## src/rtl/epp_host_pkg.sv

```systemverilog
package epp_host_pkg;
  typedef enum logic [1:0] {
    PH_IDLE = 2'd0,
    PH_ARM  = 2'd1,
    PH_STRB = 2'd2,
    PH_REL  = 2'd3
  } epp_phase_t;

  localparam int KIND_READ_BIT = 0;
  localparam int KIND_ADDR_BIT = 1;
endpackage

```

## src/rtl/epp_sync2.sv

```systemverilog
module epp_sync2 #(
  parameter int WIDTH = 2
) (
  input  logic             clk,
  input  logic             rst_n,
  input  logic [WIDTH-1:0] async_i,
  output logic [WIDTH-1:0] sync_o
);
  for (genvar b = 0; b < WIDTH; b++) begin : g_bit
    logic meta_q;
    logic sync_q;
    always_ff @(posedge clk or negedge rst_n) begin
      if (!rst_n) begin
        meta_q <= 1'b0;
        sync_q <= 1'b0;
      end else begin
        meta_q <= async_i[b];
        sync_q <= meta_q;
      end
    end
    assign sync_o[b] = sync_q;
  end
endmodule

```

## src/rtl/epp_irq_latch.sv

```systemverilog
module epp_irq_latch (
  input  logic clk,
  input  logic rst_n,
  input  logic intr_s,
  input  logic irq_clr,
  output logic irq_pending
);
  logic prev_q;
  logic pend_q;
  logic pend_d;
  logic rise;

  assign rise = intr_s & ~prev_q;

  always_comb begin
    pend_d = pend_q;
    if (irq_clr) pend_d = 1'b0;
    if (rise)    pend_d = 1'b1;
  end

  always_ff @(posedge clk or negedge rst_n) begin
    if (!rst_n) begin
      prev_q <= 1'b0;
      pend_q <= 1'b0;
    end else begin
      prev_q <= intr_s;
      pend_q <= pend_d;
    end
  end

  assign irq_pending = pend_q;

  AST_IRQ_EDGE_SETS: assert property (@(posedge clk) disable iff (!rst_n)
    $rose(intr_s) |=> irq_pending);
  AST_IRQ_STICKY: assert property (@(posedge clk) disable iff (!rst_n)
    (irq_pending && !irq_clr) |=> irq_pending);
endmodule

```

## src/rtl/epp_cycle_fsm.sv

```systemverilog
module epp_cycle_fsm
  import epp_host_pkg::*;
#(
  parameter int DW    = 8,
  parameter int TMO_W = 16
) (
  input  logic             clk,
  input  logic             rst_n,
  input  logic             start,
  input  logic [1:0]       kind,
  input  logic [DW-1:0]    wr_byte,
  input  logic [TMO_W-1:0] tmo_limit,
  input  logic             tmo_clr,
  input  logic             wait_s,
  input  logic [DW-1:0]    bus_i,
  output logic [DW-1:0]    bus_o,
  output logic             bus_oe,
  output logic             write_o,
  output logic             astrb_n,
  output logic             dstrb_n,
  output logic [DW-1:0]    rd_byte,
  output logic             busy,
  output logic             tmo_flag
);
  epp_phase_t       phase_q, phase_d;
  logic [1:0]       kind_q, kind_d;
  logic [DW-1:0]    wb_q, wb_d;
  logic [DW-1:0]    rd_q, rd_d;
  logic [TMO_W-1:0] cnt_q, cnt_d;
  logic             tmo_q, tmo_d;
  logic [TMO_W-1:0] tick;
  logic             expired;
  logic             strobe_on;

  assign tick    = cnt_q + 1'b1;
  assign expired = (tick == tmo_limit);

  always_comb begin
    phase_d = phase_q;
    kind_d  = kind_q;
    wb_d    = wb_q;
    rd_d    = rd_q;
    cnt_d   = '0;
    tmo_d   = tmo_clr ? 1'b0 : tmo_q;
    unique case (phase_q)
      PH_IDLE: begin
        if (start) begin
          kind_d  = kind;
          wb_d    = wr_byte;
          phase_d = PH_ARM;
        end
      end
      PH_ARM: begin
        if (!wait_s) phase_d = PH_STRB;
        else if (expired) begin
          phase_d = PH_IDLE;
          tmo_d   = 1'b1;
        end else cnt_d = tick;
      end
      PH_STRB: begin
        if (wait_s) begin
          phase_d = PH_REL;
          if (kind_q[KIND_READ_BIT]) rd_d = bus_i;
        end else if (expired) begin
          phase_d = PH_IDLE;
          tmo_d   = 1'b1;
        end else cnt_d = tick;
      end
      PH_REL: begin
        if (!wait_s) phase_d = PH_IDLE;
        else if (expired) begin
          phase_d = PH_IDLE;
          tmo_d   = 1'b1;
        end else cnt_d = tick;
      end
      default: phase_d = PH_IDLE;
    endcase
  end

  always_ff @(posedge clk or negedge rst_n) begin
    if (!rst_n) begin
      phase_q <= PH_IDLE;
      kind_q  <= 2'b00;
      wb_q    <= '0;
      rd_q    <= '0;
      cnt_q   <= '0;
      tmo_q   <= 1'b0;
    end else begin
      phase_q <= phase_d;
      kind_q  <= kind_d;
      wb_q    <= wb_d;
      rd_q    <= rd_d;
      cnt_q   <= cnt_d;
      tmo_q   <= tmo_d;
    end
  end

  assign strobe_on = (phase_q == PH_STRB);
  assign astrb_n   = ~(strobe_on & kind_q[KIND_ADDR_BIT]);
  assign dstrb_n   = ~(strobe_on & ~kind_q[KIND_ADDR_BIT]);
  assign write_o   = (phase_q == PH_IDLE) ? 1'b1 : kind_q[KIND_READ_BIT];
  assign bus_oe    = (phase_q != PH_IDLE) & ~kind_q[KIND_READ_BIT];
  assign bus_o     = wb_q;
  assign busy      = (phase_q != PH_IDLE);
  assign rd_byte   = rd_q;
  assign tmo_flag  = tmo_q;

  AST_ONE_STROBE: assert property (@(posedge clk) disable iff (!rst_n)
    !(!astrb_n && !dstrb_n));
  AST_STROBE_AFTER_WAIT_LOW: assert property (@(posedge clk) disable iff (!rst_n)
    ($fell(astrb_n) || $fell(dstrb_n)) |-> $past(!wait_s));
  AST_WDATA_HELD: assert property (@(posedge clk) disable iff (!rst_n)
    (bus_oe && $past(bus_oe)) |-> $stable(bus_o));
  AST_BUSY_ON_START: assert property (@(posedge clk) disable iff (!rst_n)
    (start && !busy) |=> busy);
  AST_TMO_RELEASES: assert property (@(posedge clk) disable iff (!rst_n)
    $rose(tmo_flag) |-> (astrb_n && dstrb_n && !busy));
endmodule

```

## src/rtl/epp_host_ctrl.sv

```systemverilog
module epp_host_ctrl #(
  parameter int DW    = 8,
  parameter int TMO_W = 16
) (
  input  logic             clk,
  input  logic             rst_n,
  input  logic             start,
  input  logic [1:0]       kind,
  input  logic [DW-1:0]    wr_byte,
  input  logic [TMO_W-1:0] tmo_limit,
  input  logic             tmo_clr,
  input  logic             irq_clr,
  input  logic             rst_wr,
  input  logic             rst_val,
  output logic [DW-1:0]    rd_byte,
  output logic             busy,
  output logic             tmo_flag,
  output logic             irq_pending,
  output logic [DW-1:0]    pp_data_o,
  output logic             pp_data_oe,
  input  logic [DW-1:0]    pp_data_i,
  output logic             pp_write,
  output logic             pp_astrb_n,
  output logic             pp_dstrb_n,
  input  logic             pp_wait,
  input  logic             pp_intr,
  output logic             pp_devrst_n
);
  localparam int NSYNC = 2;

  logic [NSYNC-1:0] raw_in;
  logic [NSYNC-1:0] sync_in;
  logic             devrst_q, devrst_d;

  assign raw_in = {pp_intr, pp_wait};

  epp_sync2 #(.WIDTH(NSYNC)) u_sync (
    .clk     (clk),
    .rst_n   (rst_n),
    .async_i (raw_in),
    .sync_o  (sync_in)
  );

  epp_cycle_fsm #(.DW(DW), .TMO_W(TMO_W)) u_fsm (
    .clk       (clk),
    .rst_n     (rst_n),
    .start     (start),
    .kind      (kind),
    .wr_byte   (wr_byte),
    .tmo_limit (tmo_limit),
    .tmo_clr   (tmo_clr),
    .wait_s    (sync_in[0]),
    .bus_i     (pp_data_i),
    .bus_o     (pp_data_o),
    .bus_oe    (pp_data_oe),
    .write_o   (pp_write),
    .astrb_n   (pp_astrb_n),
    .dstrb_n   (pp_dstrb_n),
    .rd_byte   (rd_byte),
    .busy      (busy),
    .tmo_flag  (tmo_flag)
  );

  epp_irq_latch u_irq (
    .clk         (clk),
    .rst_n       (rst_n),
    .intr_s      (sync_in[1]),
    .irq_clr     (irq_clr),
    .irq_pending (irq_pending)
  );

  always_comb begin
    devrst_d = devrst_q;
    if (rst_wr) devrst_d = ~rst_val;
  end

  always_ff @(posedge clk or negedge rst_n) begin
    if (!rst_n) devrst_q <= 1'b1;
    else        devrst_q <= devrst_d;
  end

  assign pp_devrst_n = devrst_q;

  AST_DEVRST_HOLDS: assert property (@(posedge clk) disable iff (!rst_n)
    !rst_wr |=> $stable(pp_devrst_n));
  AST_DEVRST_WRITE: assert property (@(posedge clk) disable iff (!rst_n)
    rst_wr |=> (pp_devrst_n == !$past(rst_val)));
endmodule

```

## config.mk

```make
export PLATFORM = sky130hd
export DESIGN_NAME = epp_host_ctrl
export DESIGN_NICKNAME = d
export VERILOG_FILES = /design/src/rtl/epp_host_pkg.sv /design/src/rtl/epp_sync2.sv /design/src/rtl/epp_irq_latch.sv /design/src/rtl/epp_cycle_fsm.sv /design/src/rtl/epp_host_ctrl.sv
export SDC_FILE = /design/constraint.sdc
export NUM_CORES = 1
export LEC_CHECK = 0
export ABC_AREA = 1
export BUFFER_PORTS_ARGS = -buffer_cell sky130_fd_sc_hd__buf_2
export CAP_MARGIN = 10
export CORE_MARGIN = 2
export CORE_UTILIZATION = 53
export CTS_CLUSTER_SIZE = 40
export DETAILED_ROUTE_END_ITERATION = 12
export PLACE_DENSITY = 0.8
export SYNTH_ARGS = -nofsm -noshare
export SYNTH_HDL_FRONTEND = slang
export SYNTH_HIERARCHICAL = 1
export SYNTH_SLANG_ARGS = --single-unit
export TNS_END_PERCENT = 20
```

## constraint.sdc

```tcl
create_clock -name clk -period 2.38 [get_ports clk]
set_input_delay 0.238 -clock clk [delete_from_list [all_inputs] [get_ports clk]]
set_output_delay 0.238 -clock clk [all_outputs]
set_load 0.005 [all_outputs]
```

-- After elaboration in Yosys (flattened, before gate mapping)
Cells that the tools add are included.
- bits in registers: 44
- word-level logic and storage cells: 53
- bitwise logic cells: 10
- reductions and logical operators: 6
- $add $sub $neg: 1
- muxes and demuxes: 18
- equal/unequal tests: 5
- operators by type and width (cell ; count):
    2-to-1 mux 16 bit ; 3
    case mux 16 bit (2 select lines) ; 1
    adder 16 x 1 -> 16 bit (second input constant) ; 1
    == test 16 bit ; 1
    2-to-1 mux 2 bit ; 5
    case mux 2 bit (4 select lines) ; 1
    2-to-1 mux 1 bit ; 7
    NOT 1 bit ; 6
    bitwise AND 1 bit ; 4
    == test 2 bit (second input constant) ; 2
    nonzero test 2 bit ; 2
    AND reduction 3 bit ; 1
    == test 2 x 1 -> 1 bit (second input constant) ; 1
    zero test 2 bit ; 1
    != test 2 bit (second input constant) ; 1
    case mux 1 bit (2 select lines) ; 1
    AND reduction 2 bit ; 1
    OR reduction 2 bit ; 1

-- Longest topological paths before layout
Gate-level depths: netlist (run 1).
- depth in word-level cells: 5
- gate-level depth with buffers: 16

-- By module
Netlist (run 1), hierarchy kept.
- by module, submodules not included (module ; cells each ; area an instance (um^2) ; sequential area each (um^2) ; times used):
    epp_cycle_fsm ; 292 ; 2344.7 ; 925.9 ; 1
    epp_sync2 ; 6 ; 115.1 ; 100.1 ; 1
    epp_irq_latch ; 7 ; 68.8 ; 50.0 ; 1
    epp_host_ctrl ; 6 ; 45.0 ; 26.3 ; 1

-- Worst setup path before layout (run 1)
OpenSTA, ideal clock, no wires.
- kind: reg-to-reg
- from: reg u_fsm.cnt_q[0]
- to: reg u_fsm.cnt_q[0]
- period minus slack after synthesis: 1.859 ns
- cell stages (with the launch flop): 13
- buffers on the path: 1
- arrival time: 1.739 ns
- setup slack: 0.521 ns
- path through: dfrtp_1 -> ha_1 -> xnor2_1 -> nand2_1 -> nor2_1 -> nand3_1 -> nor2_1 -> nand2_1 -> nor2_2 -> nand3_2 -> nand3_4 -> buf_12 -> nor2_2
- word-level cells in the longest chain between the ends: 5
- elaborated cells on any way between the ends: 6
- those cells by class: add/sub (1); eq/ne (1); mux (4)
- RTL lines (element ; line ; RTL):
    start, declared ; epp_cycle_fsm.sv:29 ; logic [TMO_W-1:0] cnt_q, cnt_d;
    start signal, assigned ; epp_cycle_fsm.sv:93 ; cnt_q <= cnt_d;
    adder 16 x 1 -> 16 bit (*) ; epp_cycle_fsm.sv:35 ; assign tick = cnt_q + 1'b1;
    == test 16 bit ; epp_cycle_fsm.sv:36 ; assign expired = (tick == tmo_limit);
    2-to-1 mux 16 bit (*) ; epp_cycle_fsm.sv:55, epp_cycle_fsm.sv:64, epp_cycle_fsm.sv:71 ;
    2-to-1 mux 16 bit, on equally long branches ; epp_cycle_fsm.sv:70, epp_cycle_fsm.sv:61 ;
    case mux 16 bit (2 select lines) (*) ; epp_cycle_fsm.sv:45 ; unique case (phase_q)
    net u_fsm.cnt_d[0] ; epp_cycle_fsm.sv:29 ;
The timed path passes the listed nets; every way through them passes the cells marked *.
A chain may end at the register's enable or synchronous reset.

-- Worst setup path after layout (run 1)
- from: reg u_fsm.cnt_q[0]
- to: reg u_fsm.cnt_q[9]
Same word-level chain as after synthesis.

==> reports/metrics.cfg, run 1 <==
[status]
outcome=complete, no violations

[global_route]
grt_max_degree=45
antenna_found_initial=0
grt_pass1_wl_um=8770
grt_pass1_vias=2029
grt_remaining_overflow=0
grt.total_usage_pct=20.8

[synth]
synthCells=311
synth_top_cell_area_share_pct=41.8
async_flop_share_pct=100
synth_warnings=6
syn_area_sq_mm=0.00257
synthesis.nets=355
synth.distinct_cells=31
synth_common_cells=nand2_1, inv_1, dfrtp_1
synth_area_leaders=dfrtp_1, nand2_1, mux2_2, inv_1, nand3_1
yosysTopAreaCell=dfrtp_1
synth.most_common_cell=nand2_1
avgSynthCellArea_sq_um=8.28
ys_ff_latch=44
synth_edf_count=0
yosysSeqAreaShare_pct=42.8
ys.flop_type=dfrtp_1

[flow_run]
cap_violations=0

[clock_tree]
cts_resized=0
clk_pin_slew_ps=90
clk_latency_ps=300
cts_tree=done
cts.sink_count=44
cts_made_buffers=5
cts_buffer_depth=2
cts_setup_buffers=0
h-tree-depth=2
holdBufCountCts=0
ctsRootBufferMaster=clkbuf_8

[place]
hpwl_um=4050
place_area_sq_mm=0.00293
port_buffers=66
dpl.cell_count=427
gp_congestion=0.844
pre_cts_ws_ps=270

[cells_and_area]
drive_gt1_share_pct=35.4
layoutNonFillerInstCount=435
final_util_pct=65.1
layout.nets=424
antennaDiodeCount=0
final_area_sq_mm=0.00305
area_growth_pct=18.7

[detailed_routing]
viasPerCell=4.93
drt-wirelength-per-cell_um=11.9
vias=2146
postRouteAntennaNets=0
drcViolationCount=0
wirelength_um=5180
drt_iter0_drc=146
dr.pass1.iters=4

[worst_setup_path]
path_common_cell=nor2_1
crit_type=reg -> reg
reg2reg_depth=11
crit_arrival_ps=2280
r2r_start=u_fsm/cnt_q[0]$_DFF_PN0_
end_kind=flip-flop
slowest_delay_ps=430
cp_slowest_cell=dfrtp_1
critical_path.startpoint=u_fsm/cnt_q[0]$_DFF_PN0_
rr_endpoint=u_fsm/cnt_q[9]$_DFF_PN0_
cp.required_ps=2550
crit_path_start_kind=flip-flop
cp_max_fo=16
cp_cell_sequence=ha_1, xnor2_1, nand2_1, nor2_1, nand3_1, nor2_1, nand2_1, nor2_2, nand3_2, nand3_4, nor2_1
r2r_slack_ps=270

[floorplan]
die_w_um=73.7
ios=67
dieArea_sq_mm=0.00543
die_h_um=73.7
initial_utilization_pct=54.9
design.core.area_sq_mm=0.00469
num_rows=25

[timing]
fin_tns_setup_ps=0
setup_viol=0
final.setup.worst_slack_ps=269
timing.slew.headroom_pct=36.7
hold_slack_ps=43.8
worstMarginPinSlew_ps=950
fin_crit_sh_pct=88.7
fmax_mhz=474
finalHoldViolCount=0
drv_slew=0
rsz0062_at_grt=no
finClkSkew_ps=7.24
layout_min_cycle_time_ps=2110

[power]
p_total_mw=2.42
p_per_area_mw_per_mm2=793
p_leak_nw=1.57
irDropWorstVdd_mv=0.581

[worst_hold_path]
hold_depth=1
min_to=u_sync/g_bit[1].meta_q$_DFF_PN0_
hp-start=pp_intr
hold_path.class=in -> reg

worst max-delay path: cells and delay by family (launching register included):
family | cells | cell delay (ps)
XOR/XNOR | 1 | 160
adder cells (fa/ha/maj) | 1 | 340
AND/OR/NAND/NOR | 9 | 1050
flip-flops | 1 | 430
area by class of cell:
cell class	instances	area [sq um]
Fill cell	401	1640
Inverter	47	176
Clock inverter	2	38.8
Multi-Input combinational cell	216	1260
Sequential cell	44	1100
Clock buffer	6	82.6
Tap cell	54	67.6
Timing Repair Buffer	66	330
placed cells by master (no fill, tap or decap), types with 2 or more instances in the layout:
cell type  count
inv_1         45
mux2_2        17
xor2_1         2
nand3b_1       3
a21oi_1        3
nand2_2       11
inv_2          2
dfrtp_1       43
nand3_2        3
clkbuf_8       6
nand4_1        5
nor2_1        23
nand3_1       33
buf_2         66
nand2_1       84
nor2_2        15
nor2_4         5
how the worst max path moves through the flow:
| stage | cells past startpoint | endpoint |
|---|---|---|
| 4_1_cts | 11 | u_fsm/cnt_q[9]$_DFF_PN0_ |
| 2_1_floorplan | 12 | u_fsm/cnt_q[0]$_DFF_PN0_ |
| 5_1_grt | 13 | u_fsm/cnt_q[9]$_DFF_PN0_ |
| 3_5_place_dp | 11 | u_fsm/cnt_q[9]$_DFF_PN0_ |
| 6_report | 11 | u_fsm/cnt_q[9]$_DFF_PN0_ |
| 3_3_place_gp | 11 | u_fsm/cnt_q[3]$_DFF_PN0_ |
power by group:
| group | switching [mW] | internal (mW) | leakage [nW] |
|---|---|---|---|
| combinational | 0.394 | 0.377 | 0.962 |
| sequential | 0.109 | 0.942 | 0.551 |
| clock | 0.258 | 0.343 | 0.0614 |
| total | 0.761 | 1.66 | 1.57 |
kinds of logic after synthesis:
group,share of synthesized area [%]
adder cells (fa/ha/maj),0.486
flip-flops,42.8
buffers and inverters,8.36
XOR/XNOR,2.87
multiplexers,7.44
AND/OR/NAND/NOR,37.0
AO/OA/AOI/OAI,0.972
state kept, by name, indices dropped and copies added (netlist names):
signal,count
u_irq/prev_q,1
u_fsm/kind_q,2
u_fsm/phase_q,2
u_sync/g_bit.sync_q,2
u_fsm/rd_byte,8
u_fsm/tmo_flag,1
pp_devrst_n,1
u_sync/g_bit.meta_q,2
u_fsm/cnt_q,16
u_irq/irq_pending,1
u_fsm/bus_o,8
per-layer routing:
metal	part of all wire (%)	global-route usage (%)	wire (um)	vias up
li1	-	-	-	1105
met3	5.3	4.12	275	5
met4	0.69	5.45	36	0
met1	46	28.0	2370	979
met2	48	34.3	2500	57
met5	0	0	0	-
Note: power is estimated with default switching activity, not from simulation.
==> run 2: changes to the inputs <==
Settings changed: PLACE_DENSITY 0.8 to 0.79, REMOVE_ABC_BUFFERS set to 1.
==> run 2 against run 1 <==
Against the previous run: clock skew up 2.1 ps; sequential share of layout area up 0.074 points; largest cell class unchanged; global-route usage up 0.85 points; flip-flop and latch count unchanged; critical path depth up 3.
==> reports/metrics.cfg, run 2 (synthesis gave the netlist of run 1 again) <==
[status]
outcome=complete, no violations

[clock_tree]
h-tree-depth=2
cts_buffer_depth=2
clk_latency_ps=300
cts_made_buffers=5
cts.sink_count=44
cts_setup_buffers=0
clk_pin_slew_ps=80
cts_resized=0
ctsRootBufferMaster=clkbuf_8
cts_tree=done
holdBufCountCts=0

[detailed_routing]
dr.pass1.iters=4
vias=2178
drt-wirelength-per-cell_um=12.4
postRouteAntennaNets=0
wirelength_um=5370
drcViolationCount=0
viasPerCell=5.01
drt_iter0_drc=118

[timing]
finClkSkew_ps=9.34
fmax_mhz=474
layout_min_cycle_time_ps=2110
drv_slew=0
rsz0062_at_grt=no
timing.slew.headroom_pct=36.7
fin_crit_sh_pct=88.7
setup_viol=0
worstMarginPinSlew_ps=949
fin_tns_setup_ps=0
finalHoldViolCount=0

[worst_setup_path]
end_kind=flip-flop
cp_cell_sequence=ha_1, nand2_2, nor2_4, nand2_1, nand2_2, nand2_2, nand2_1, nand2_1, nor2_1, nand2_1, nor2_2, nand3_2, nand3_4, nor2_1
crit_type=reg -> reg
critPathBufInv=0
crit_path_start_kind=flip-flop
cp_slowest_cell=dfrtp_1
slowest_delay_ps=420
crit_arrival_ps=2280
cp.required_ps=2550
cp_max_fo=16
cp_top_family=simple AND/OR/NAND/NOR gates
path_common_cell=nand2_1

[worst_hold_path]
hold_path.class=in -> reg

[power]
p_leak_nw=1.57
irDropWorstVdd_mv=0.562
p_total_mw=2.42
p_per_area_mw_per_mm2=796

[cells_and_area]
largest_reg_flops=16
area_growth_pct=18.4
final_common_cell=nand2_1
antennaDiodeCount=0
final_area_sq_mm=0.00305
layout.nets=424
n_fill_cell=399
final_cell_mix=nand2_1, buf_2, inv_1
drive_gt1_share_pct=35.4
regMostFlops=u_fsm/cnt_q
final_util_pct=65.0
layoutNonFillerInstCount=435

[flow_run]
cap_violations=0

[place]
place_area_sq_mm=0.00293
port_buffers=66
gp_congestion=0.843
hpwl_um=4260
dpl.cell_count=427

[global_route]
grt_max_degree=45
grt_pass1_vias=2172
grt_pass1_wl_um=9090
grt_remaining_overflow=0
grt.total_usage_pct=21.6
antenna_found_initial=0

[floorplan]
initial_utilization_pct=54.9
num_rows=25
die_h_um=73.7
die_w_um=73.7
design.core.area_sq_mm=0.00469
ios=67
dieArea_sq_mm=0.00543

[run 2: cell type report]
class | count | area [sq um] | share of cell area, %
flip-flops and latches | 44 | 1100 | 36.2
repair buffers | 66 | 330 | 10.8
multi-input cells | 216 | 1260 | 41.2
inverters | 47 | 176 | 5.79
clock inverters | 3 | 46.3 | 1.52
clock buffers | 5 | 68.8 | 2.26
well taps | 54 | 67.6 | 2.22
[run 2: final timing paths]
| path | start | end | slack, ps | cells after the start |
|---|---|---|---|---|
| min | pp_intr | u_sync/g_bit[1].meta_q$_DFF_PN0_ | 50 | 1 |
| max | u_fsm/cnt_q[0]$_DFF_PN0_ | u_fsm/cnt_q[3]$_DFF_PN0_ | 270 | 14 |
| max reg2reg | u_fsm/cnt_q[0]$_DFF_PN0_ | u_fsm/cnt_q[3]$_DFF_PN0_ | 270 | 14 |
| max in group asynchronous | rst_n | u_fsm/rd_byte[0]$_DFFE_PN0P_ | 1700 | 1 |
| min reg2reg | u_sync/g_bit[1].meta_q$_DFF_PN0_ | u_sync/g_bit[1].sync_q$_DFF_PN0_ | 350 | 0 |
| min in group asynchronous | rst_n | u_irq/prev_q$_DFF_PN0_ | 80 | 1 |
[run 2: worst reg2reg max path: stages, from the launching register on]
cell	delay, ps
dfrtp_1	420
ha_1	230
nand2_2	100
nor2_4	150
nand2_1	110
nand2_2	80
nand2_2	60
nand2_1	80
nand2_1	50
nor2_1	80
nand2_1	70
nor2_2	150
nand3_2	100
nand3_4	230
nor2_1	80
[run 2: power by group]
group	internal, mW	total (mW)	switching [mW]
sequential	0.942	1.06	0.114
clock	0.316	0.582	0.266
combinational	0.377	0.787	0.410
total	1.64	2.42	0.789
[run 2: stage by stage]
step / hold WS, ps / setup slack [ps]
floorplan: -57.6 / 560
global placement: 331 / 343
detailed placement: 335 / 274
CTS: 38.0 / 264
global route: 30.2 / 5.59
finish: 47.0 / 270
[run 2: metal layers]
metal	routed length [um]	global-route usage, %	up-vias
li1	-	-	1106
met1	2300	27.6	1006
met2	2740	37.1	62
met3	292	4.25	4
met4	41	6.46	0
met5	0	0	-
==> run 3: changes to the inputs <==
Settings changed: CORE_ASPECT_RATIO set to 2.
==> run 3 against run 2 <==
Against the previous run: register-to-register slack about the same; final area grew 0.37%; maximum frequency shrank 0.42%; non-clock buffer count increased by 2; critical path depth decreased by 2; combinational power down 2%; die area up 0.62%; clock power shrank 3.4%; global-route usage increased by 1.6 points; sequential power hardly changed; routed wire length is 4.7% higher; critical path type unchanged; critical endpoint is now u_fsm/cnt_q[7]$_DFF_PN0_; largest cell class unchanged; largest power group unchanged.
==> reports/metrics.cfg, run 3 (synthesis gave the netlist of run 1 again) <==
[detailed_routing]
drt-wirelength-per-cell_um=12.8
dr_wl_met2_um=3130
viasPerCell=5.02
postRouteAntennaNets=0
wl_met3_um=267
vias=2200
drcViolationCount=0
wl_met1_um=2030
dr.pass1.iters=4
wirelength_um=5630
topRoutingLayerUsed=met4
drt_iter0_drc=35

[worst_setup_path]
crit_arrival_ps=2300
end_kind=flip-flop
crit_type=reg -> reg
r2r_slack_ps=260
crit_path_start_kind=flip-flop
cp_max_fo=16
cp.required_ps=2560
reg2reg_depth=12

[timing]
drv_slew=0
setup_viol=0
fin_crit_sh_pct=89.0
fin_tns_setup_ps=0
finalHoldViolCount=0
timing.slew.headroom_pct=69.1
finClkSkew_ps=4.95
fmax_mhz=472
layout_min_cycle_time_ps=2120
worstMarginPinSlew_ps=462
rsz0062_at_grt=no
hold_slack_ps=43.6

[clock_tree]
clk_latency_ps=300
cts_made_buffers=5
cts.sink_count=44
cts_tree=done
cts_resized=0
clk_pin_slew_ps=80
h-tree-depth=2
cts_buffer_depth=2
ctsRootBufferMaster=clkbuf_8
cts_setup_buffers=0

[cells_and_area]
antennaDiodeCount=0
final_common_cell=nand2_1
final_cell_mix=nand2_1, buf_2, inv_1
final_area_sq_mm=0.00306
largest_reg_flops=16
area_growth_pct=18.9
regMostFlops=u_fsm/cnt_q
layout.nets=426
drive_gt1_share_pct=35.2

[power]
p_leak_nw=1.58
p_per_area_mw_per_mm2=781
irDropWorstVdd_mv=0.715

[place]
port_buffers=66
place_area_sq_mm=0.00294
hpwl_um=4500
gp_congestion=0.910

[floorplan]
ios=67
die_h_um=103
die_w_um=53.3
num_rows=35
dieArea_sq_mm=0.00546
design.core.area_sq_mm=0.00464
initial_utilization_pct=55.4

[global_route]
antenna_found_initial=0
grt_pass1_wl_um=9320
grt_max_degree=25
grt_pass1_vias=2126
grt.total_usage_pct=23.3
grt_remaining_overflow=0

[flow_run]
cap_violations=0

[worst_hold_path]
hold_depth=1
hold_path.class=in -> reg

[status]
outcome=complete, no violations

==> run 3: repair_timing <==
action,in CTS,in global routing
hold buffers,1,0
hold endpoints to repair,19,0
endpoints found under the setup margin,0,0
==> run 3: final cells by class <==
cell class	count	area [sq um]
multi-input cells	216	1260
clock buffers	6	72.6
repair buffers	68	348
inverters	47	176
flip-flops and latches	44	1100
well taps	55	68.8
fillers	419	1580
clock inverters	2	35.0
==> run 3: critical path: stages (launching register included) <==
cell and delay [ps]:
dfrtp_1 430, ha_1 240, nand3_1 150, o21ai_1 230, nand2_1 120, nand2_1 70, nand2_1 40, nor2_1 100
nand2_1 70, nor2_2 130, nand3_2 100, nand3_4 220, nor2_1 80
==> run 3: final timing paths <==
check                                                  from                          endpoint
max                                u_fsm/cnt_q[0]$_DFF_PN0_          u_fsm/cnt_q[7]$_DFF_PN0_
min                                                 pp_wait  u_sync/g_bit[0].meta_q$_DFF_PN0_
max reg2reg                        u_fsm/cnt_q[0]$_DFF_PN0_          u_fsm/cnt_q[7]$_DFF_PN0_
min reg2reg                u_sync/g_bit[1].meta_q$_DFF_PN0_  u_sync/g_bit[1].sync_q$_DFF_PN0_
max in group asynchronous                             rst_n        u_fsm/bus_o[7]$_DFFE_PN0P_
min in group asynchronous                             rst_n          u_fsm/cnt_q[5]$_DFF_PN0_
==> run 3: per-layer routing <==
layer,up-vias,track usage [%]
li1,1111,-
met1,1014,25.5
met2,62,40.9
met3,13,4.35
met4,0,12.0
met5,-,0
==> run 3: per-stage QoR <==
stage | util [%] | worst slack (ps) | power, mW | std cells
global placement | 63.4 | 361 | 1.82 | 429
floorplan | - | 560 | 1.52 | 307
global route | 65.9 | 41.5 | 2.56 | 438
finish | 65.9 | 261 | 2.39 | 438
CTS | 65.9 | 257 | 2.42 | 438
detailed placement | 63.4 | 288 | 1.85 | 429
==> run 3: power by group <==
group | total (mW) | leakage, nW | internal (mW) | switching, mW
combinational | 0.775 | 0.971 | 0.379 | 0.395
sequential | 1.05 | 0.551 | 0.942 | 0.111
clock | 0.562 | 0.0552 | 0.311 | 0.251
